## config.mk

```make
export PLATFORM = sky130hd
export DESIGN_NAME = presc_sync_ctrl
export DESIGN_NICKNAME = d
export VERILOG_FILES = /design/src/rtl/presc_pkg.sv /design/src/rtl/presc_ctrl_reg.sv /design/src/rtl/presc_counter.sv /design/src/rtl/presc_tick.sv /design/src/rtl/presc_sync_ctrl.sv
export SDC_FILE = /design/constraint.sdc
export NUM_CORES = 1
export LEC_CHECK = 0
export BUFFER_PORTS_ARGS = -buffer_cell sky130_fd_sc_hd__buf_2
export CORE_ASPECT_RATIO = 0.9
export CORE_MARGIN = 3
export CORE_UTILIZATION = 49
export DETAILED_ROUTE_END_ITERATION = 16
export PLACE_DENSITY = 0.77
export SLEW_MARGIN = 15
export SYNTH_ARGS = -nofsm -noshare
export SYNTH_HDL_FRONTEND = slang
export SYNTH_SLANG_ARGS = --single-unit
```

## constraint.sdc

```tcl
create_clock -name clk -period 2 [get_ports clk]
set_input_delay 0.4 -clock clk [delete_from_list [all_inputs] [get_ports clk]]
set_output_delay 0.4 -clock clk [all_outputs]
set_load 0.05 [all_outputs]
```

## src/rtl/presc_pkg.sv

```systemverilog
package presc_pkg;
  localparam int SEL_W  = 3;
  localparam int SHFT_W = 5;

  // log2 of the divide ratio chosen by a select code
  function automatic logic [SHFT_W-1:0] div_shift(input logic [SEL_W-1:0] s);
    case (s)
      3'd1:    div_shift = 5'd0;
      3'd2:    div_shift = 5'd3;
      3'd3:    div_shift = 5'd6;
      3'd4:    div_shift = 5'd8;
      3'd5:    div_shift = 5'd10;
      default: div_shift = 5'd0;
    endcase
  endfunction

  function automatic logic div_active(input logic [SEL_W-1:0] s);
    div_active = (s >= 3'd1) && (s <= 3'd5);
  endfunction
endpackage

```

## src/rtl/presc_ctrl_reg.sv

```systemverilog
module presc_ctrl_reg #(
  parameter int REG_W = 8
) (
  input  logic             clk,
  input  logic             rst,
  input  logic             wr_en,
  input  logic [REG_W-1:0] wr_data,
  output logic             sync_mode,
  output logic             flag_async,
  output logic             flag_sync
);
  localparam int MODE_BIT = REG_W - 1;

  always_ff @(posedge clk) begin
    if (rst) begin
      sync_mode  <= 1'b0;
      flag_async <= 1'b0;
      flag_sync  <= 1'b0;
    end else if (wr_en) begin
      if (sync_mode && !wr_data[MODE_BIT]) begin
        // leaving sync mode releases both prescaler resets together
        sync_mode  <= 1'b0;
        flag_async <= 1'b0;
        flag_sync  <= 1'b0;
      end else begin
        sync_mode  <= wr_data[MODE_BIT];
        flag_async <= wr_data[1];
        flag_sync  <= wr_data[0];
      end
    end else if (!sync_mode) begin
      flag_async <= 1'b0;
      flag_sync  <= 1'b0;
    end
  end

  p_selfclear_r3: assert property (@(posedge clk) disable iff (rst)
    (!sync_mode && !wr_en && (flag_sync || flag_async)) |=> (!flag_sync && !flag_async));

  p_hold_r4: assert property (@(posedge clk) disable iff (rst)
    (sync_mode && !wr_en) |=> ($stable(flag_sync) && $stable(flag_async) && sync_mode));

  p_release_r5: assert property (@(posedge clk) disable iff (rst)
    (sync_mode && wr_en && !wr_data[MODE_BIT]) |=> (!sync_mode && !flag_sync && !flag_async));
endmodule

```

## src/rtl/presc_counter.sv

```systemverilog
module presc_counter #(
  parameter int CNT_W = 10
) (
  input  logic             clk,
  input  logic             rst,
  input  logic             hold,
  output logic [CNT_W-1:0] cnt
);
  localparam logic [CNT_W-1:0] ONE = {{(CNT_W-1){1'b0}}, 1'b1};

  always_ff @(posedge clk) begin
    if (rst || hold) cnt <= '0;
    else             cnt <= cnt + ONE;
  end

  p_held_zero_r6: assert property (@(posedge clk) disable iff (rst)
    hold |=> (cnt == '0));
endmodule

```

## src/rtl/presc_tick.sv

```systemverilog
module presc_tick
  import presc_pkg::*;
#(
  parameter int CNT_W = 10
) (
  input  logic             clk,
  input  logic             rst,
  input  logic             hold,
  input  logic [SEL_W-1:0] sel,
  input  logic [CNT_W-1:0] cnt,
  output logic             tick
);
  localparam logic [CNT_W-1:0] ONE = {{(CNT_W-1){1'b0}}, 1'b1};

  logic [CNT_W-1:0] mask;
  logic [CNT_W-1:0] nxt;

  always_comb begin
    mask = ~({CNT_W{1'b1}} << div_shift(sel));
    nxt  = cnt + ONE;
  end

  // strobe when the count about to be reached is a multiple of the ratio
  always_ff @(posedge clk) begin
    if (rst) tick <= 1'b0;
    else     tick <= !hold && div_active(sel) && ((nxt & mask) == '0);
  end

  p_halt_quiet_r6: assert property (@(posedge clk) disable iff (rst)
    hold |=> !tick);

  p_stopped_r7: assert property (@(posedge clk) disable iff (rst)
    !div_active(sel) |=> !tick);

  p_single_r7: assert property (@(posedge clk) disable iff (rst)
    (tick && $stable(sel) && (sel >= 3'd2) && (sel <= 3'd5)) |=> !tick);
endmodule

```

## src/rtl/presc_sync_ctrl.sv

```systemverilog
module presc_sync_ctrl
  import presc_pkg::*;
#(
  parameter int CNT_W = 10,
  parameter int REG_W = 8
) (
  input  logic             clk,
  input  logic             rst,
  input  logic             wr_en,
  input  logic [REG_W-1:0] wr_data,
  output logic [REG_W-1:0] rd_data,
  input  logic [SEL_W-1:0] sel_a,
  input  logic [SEL_W-1:0] sel_b,
  output logic             tick_a,
  output logic             tick_b,
  output logic             halt
);
  localparam int N_CH = 2;

  logic             sync_mode, flag_async, flag_sync;
  logic [CNT_W-1:0] cnt;
  logic [SEL_W-1:0] sel_v  [N_CH];
  logic [N_CH-1:0]  tick_v;

  presc_ctrl_reg #(.REG_W(REG_W)) u_ctrl (
    .clk(clk), .rst(rst), .wr_en(wr_en), .wr_data(wr_data),
    .sync_mode(sync_mode), .flag_async(flag_async), .flag_sync(flag_sync)
  );

  presc_counter #(.CNT_W(CNT_W)) u_cnt (
    .clk(clk), .rst(rst), .hold(flag_sync), .cnt(cnt)
  );

  assign sel_v[0] = sel_a;
  assign sel_v[1] = sel_b;

  for (genvar g = 0; g < N_CH; g++) begin : g_ch
    presc_tick #(.CNT_W(CNT_W)) u_tick (
      .clk(clk), .rst(rst), .hold(flag_sync), .sel(sel_v[g]),
      .cnt(cnt), .tick(tick_v[g])
    );
  end

  assign tick_a  = tick_v[0];
  assign tick_b  = tick_v[1];
  assign halt    = flag_sync;
  assign rd_data = {sync_mode, {(REG_W-3){1'b0}}, flag_async, flag_sync};
endmodule

```

==> qor.yml <==
postLayoutCoreUtil_pct: 57.5
nets: 143
timing.critical_path.to: "g_ch[0].u_tick.tick"
die-width_um: 52.6
min_from: "rst"
fmaxAchievable_mhz: 552
insertion_delay_ps: 290
timing.final.hold_violations: 0
drtAntennaViolNets: 0
post-cts-setup-buffer-count: 0
die_area_mm2: 0.00252
crit_fanout: 6
globalRoute.totalOverflow: 0
io_pins: 28
leakagePower_nw: 0.404
post_synth_fa_ha_maj_area_fraction_pct: 1.31
synth_top_area_share_pct: 31.3
synth-compound-area-share_pct: 16.7
drt_first_pass_iters: 4
netlist.top_cell.by_area: "sky130_fd_sc_hd__dfxtp_1"
route.detailed.wl_per_inst_um: 11.8
clock_tree_from_tritoncts: "done"
regArea_um2: 300
synthesized_netlist_cell_count: 112
path_class: "reg2reg"
postCtsResizedCells: 0
residual_drc: 0
met1_usage_pct: 21.2
run_status: "finished clean"
core_area_mm2: 0.00175
grt_max_degree: 11
count_of_yosys_warnings_during_synthesis: 0
holdCritPathClass: "in2reg"
io_buffer_count: 17
antenna_found_initial: 0
synth_xor_area_share_pct: 10.1
numCtsBuffers: 3
route.final.wire_length_um: 1740
power.density_mw_per_mm2: 607
data_required_time_of_the_critical_path_ps: 2190
final_critical_path_setup_slack_ps: 189
detailedPlace.worstSlack_ps: 230
numClockSinks: 15
vdd_ir_drop_max_mv: 0.485
maximum_clock_insertion_buffer_count: 2
critPathCaptureType: "register"
slew_violations: 0
tns_ps: 0
multiInputGateArea_um2: 561
min_period_ps: 1810
clk_pin_slew_ps: 90
grt.met3_usage_pct: 5.61
grtUsageTotal_pct: 15.6
yosys.cell_types.count: 44
die_height_um: 48.0
hpwlAfterDp_um: 1340
initial_util_pct: 54.7
worstReg2RegStart: "u_cnt.cnt[0]"
placementRows: 14
synth.ff_latch_count: 15
cts.htree.levels: 1
grt_pass1_wl_um: 2870
dr_total_vias: 810
synthToLayoutAreaGrowth_pct: 5.09
setup_violations: 0
fillers: 165
launching_instance_or_port_of_the_critical_path: "u_cnt.cnt[0]"
reg2reg_setup_slack_ps: 190
ctsHoldBuffers: 0
final_layout_size_suffix_gt1_share_pct: 22.6
cap_viol_max_count: 0
clock-root-buffer: "sky130_fd_sc_hd__clkbuf_4"
rr_endpoint: "g_ch[0].u_tick.tick"
synth_top_cells_by_area: "sky130_fd_sc_hd__dfxtp_1 31%, sky130_fd_sc_hd__xnor2_1 7.3%, sky130_fd_sc_hd__buf_4 6.3%, sky130_fd_sc_hd__nor2_1 5.5%, sky130_fd_sc_hd__buf_6 4.7%"
viasPerCell: 5.47
worst_ep_arrival_time_ps: 2000
muxShareOfSynthArea_pct: 1.04
r2r_cells: 6
combinational_family_with_the_most_area_after_synthesis: "simple AND/OR/NAND/NOR gates"
use_met2_pct: 23.3
first_global_vias: 669
grt.busiest_layer: "met2"
post_synthesis_share_of_cell_area_spent_on_and_or_nand_and_nor_gates_pct: 27.4
syn-cell-area_um2: 958
rsz0062_at_grt: "false"
drtIter0Drc: 17
proportion_of_synthesized_chip_area_in_sequential_cells_pct: 31.3
syn_avg_cell_area_um2: 8.56
num_antenna_cells: 0
fin_crit_sh_pct: 90.5
startpoint_type: "register"
finClkSkew_ps: 1.20
gp_routability_congestion: 0.808
## worst max-delay path, cell delays in order, from the launching register on
cell                       delay, ps
sky130_fd_sc_hd__dfxtp_1         360
sky130_fd_sc_hd__ha_1            290
sky130_fd_sc_hd__and4_4          230
sky130_fd_sc_hd__and2_2          220
sky130_fd_sc_hd__nor3_1          200
sky130_fd_sc_hd__a311oi_1         80
sky130_fd_sc_hd__nor4_1          320
## per-stage QoR
| stage | hold WS, ps | std cells | area (um2) | power, W |
|---|---|---|---|---|
| after CTS | 312 | 148 | 1010 | 0.000616 |
| final | 315 | 148 | 1010 | 0.000611 |
| after detailed placement | 473 | 144 | 980 | 0.000442 |
| after floorplan | 445 | 116 | 973 | 0.000422 |
| after global routing | 313 | 148 | 1010 | 0.000641 |
| after global placement | 467 | 144 | 980 | 0.000439 |
## kinds of logic after synthesis
| logic type | count (synthesis) |
|---|---|
| buffers and inverters | 14 |
| AND/OR/NAND/NOR | 47 |
| flip-flops | 15 |
| multiplexers | 1 |
| adder cells (fa/ha/maj) | 1 |
| other | 1 |
| AO/OA/AOI/OAI | 22 |
| XOR/XNOR | 11 |
## cell usage after synthesis
| cell | count |
|---|---|
| sky130_fd_sc_hd__a211oi_1 | 1 |
| sky130_fd_sc_hd__a21boi_0 | 1 |
| sky130_fd_sc_hd__a21o_1 | 1 |
| sky130_fd_sc_hd__a21oi_1 | 4 |
| sky130_fd_sc_hd__a221oi_2 | 1 |
| sky130_fd_sc_hd__a22oi_1 | 2 |
| sky130_fd_sc_hd__a311oi_1 | 2 |
| sky130_fd_sc_hd__a31oi_1 | 4 |
| sky130_fd_sc_hd__a41oi_1 | 1 |
| sky130_fd_sc_hd__and2_1 | 1 |
| sky130_fd_sc_hd__and2_2 | 2 |
| sky130_fd_sc_hd__and2b_1 | 1 |
| sky130_fd_sc_hd__and2b_2 | 1 |
| sky130_fd_sc_hd__and3_1 | 1 |
| sky130_fd_sc_hd__and3b_1 | 1 |
| sky130_fd_sc_hd__and4_1 | 1 |
| sky130_fd_sc_hd__and4_4 | 1 |
| sky130_fd_sc_hd__buf_4 | 8 |
| sky130_fd_sc_hd__buf_6 | 4 |
| sky130_fd_sc_hd__clkbuf_1 | 1 |
| sky130_fd_sc_hd__conb_1 | 1 |
| sky130_fd_sc_hd__dfxtp_1 | 15 |
| sky130_fd_sc_hd__ha_1 | 1 |
| sky130_fd_sc_hd__inv_1 | 1 |
| sky130_fd_sc_hd__mux2i_1 | 1 |
| sky130_fd_sc_hd__nand2_1 | 4 |
| sky130_fd_sc_hd__nand2b_1 | 1 |
| sky130_fd_sc_hd__nand3_1 | 5 |
| sky130_fd_sc_hd__nand4_1 | 1 |
| sky130_fd_sc_hd__nand4b_1 | 1 |
| sky130_fd_sc_hd__nor2_1 | 14 |
| sky130_fd_sc_hd__nor2b_1 | 2 |
| sky130_fd_sc_hd__nor3_1 | 4 |
| sky130_fd_sc_hd__nor3b_1 | 1 |
| sky130_fd_sc_hd__nor4_1 | 1 |
| sky130_fd_sc_hd__nor4b_1 | 1 |
| sky130_fd_sc_hd__o21ai_0 | 2 |
| sky130_fd_sc_hd__o21ai_1 | 2 |
| sky130_fd_sc_hd__o311ai_2 | 1 |
| sky130_fd_sc_hd__or2_2 | 1 |
| sky130_fd_sc_hd__or2b_1 | 1 |
| sky130_fd_sc_hd__or4_1 | 1 |
| sky130_fd_sc_hd__xnor2_1 | 8 |
| sky130_fd_sc_hd__xor2_1 | 3 |
## area by class of cell
cell class / count / share of cell area, %
Clock buffer: 3 / 2.24
Sequential cell: 15 / 29.8
Inverter: 1 / 0.373
Clock inverter: 1 / 0.497
Multi-Input combinational cell: 87 / 55.7
Timing Repair Buffer: 17 / 8.45
Tap cell: 24 / 2.98
## layer usage
metal / part of all wire, % / vias up
met5: 0 / -
met2: 41 / 29
met4: 1.1 / 0
met3: 7.0 / 4
li1: - / 414
met1: 50 / 363
## report_power, final
group	internal (W)	switching (W)
clock network	0.0000744	0.000102
registers	0.000309	0.00000861
logic	0.0000365	0.0000808
## registers in the layout, indices dropped and copies added (netlist names)
name               count
u_ctrl.flag_sync       1
u_ctrl.sync_mode       1
u_cnt.cnt             10
g_ch.u_tick.tick       2
u_ctrl.flag_async      1
## worst min-delay path by stage
stage	endpoint	slack [ps]	depth (start not counted)
3_3_place_gp	u_cnt.cnt[0]	470	1
2_1_floorplan	u_cnt.cnt[0]	450	1
3_5_place_dp	u_cnt.cnt[0]	470	1
6_report	u_ctrl.flag_async	320	2
4_1_cts	u_ctrl.flag_async	310	2
5_1_grt	u_ctrl.flag_sync	310	2
## cells in the final DEF (no fill, tap or decap), types with 2 or more instances in the layout
cell type and instances:
sky130_fd_sc_hd__xnor2_1 8, sky130_fd_sc_hd__nor2_1 14, sky130_fd_sc_hd__o21ai_0 2, sky130_fd_sc_hd__nor2b_1 2, sky130_fd_sc_hd__o21ai_1 2, sky130_fd_sc_hd__xor2_1 3, sky130_fd_sc_hd__a22oi_1 2, sky130_fd_sc_hd__nand2_1 4
sky130_fd_sc_hd__dfxtp_1 15, sky130_fd_sc_hd__and2_2 2, sky130_fd_sc_hd__conb_1 5, sky130_fd_sc_hd__a31oi_1 4, sky130_fd_sc_hd__clkbuf_4 3, sky130_fd_sc_hd__nor3_1 4, sky130_fd_sc_hd__buf_2 17, sky130_fd_sc_hd__a21oi_1 4
sky130_fd_sc_hd__nand3_1 5, sky130_fd_sc_hd__a311oi_1 2
Power figures use the tool's default switching activity.
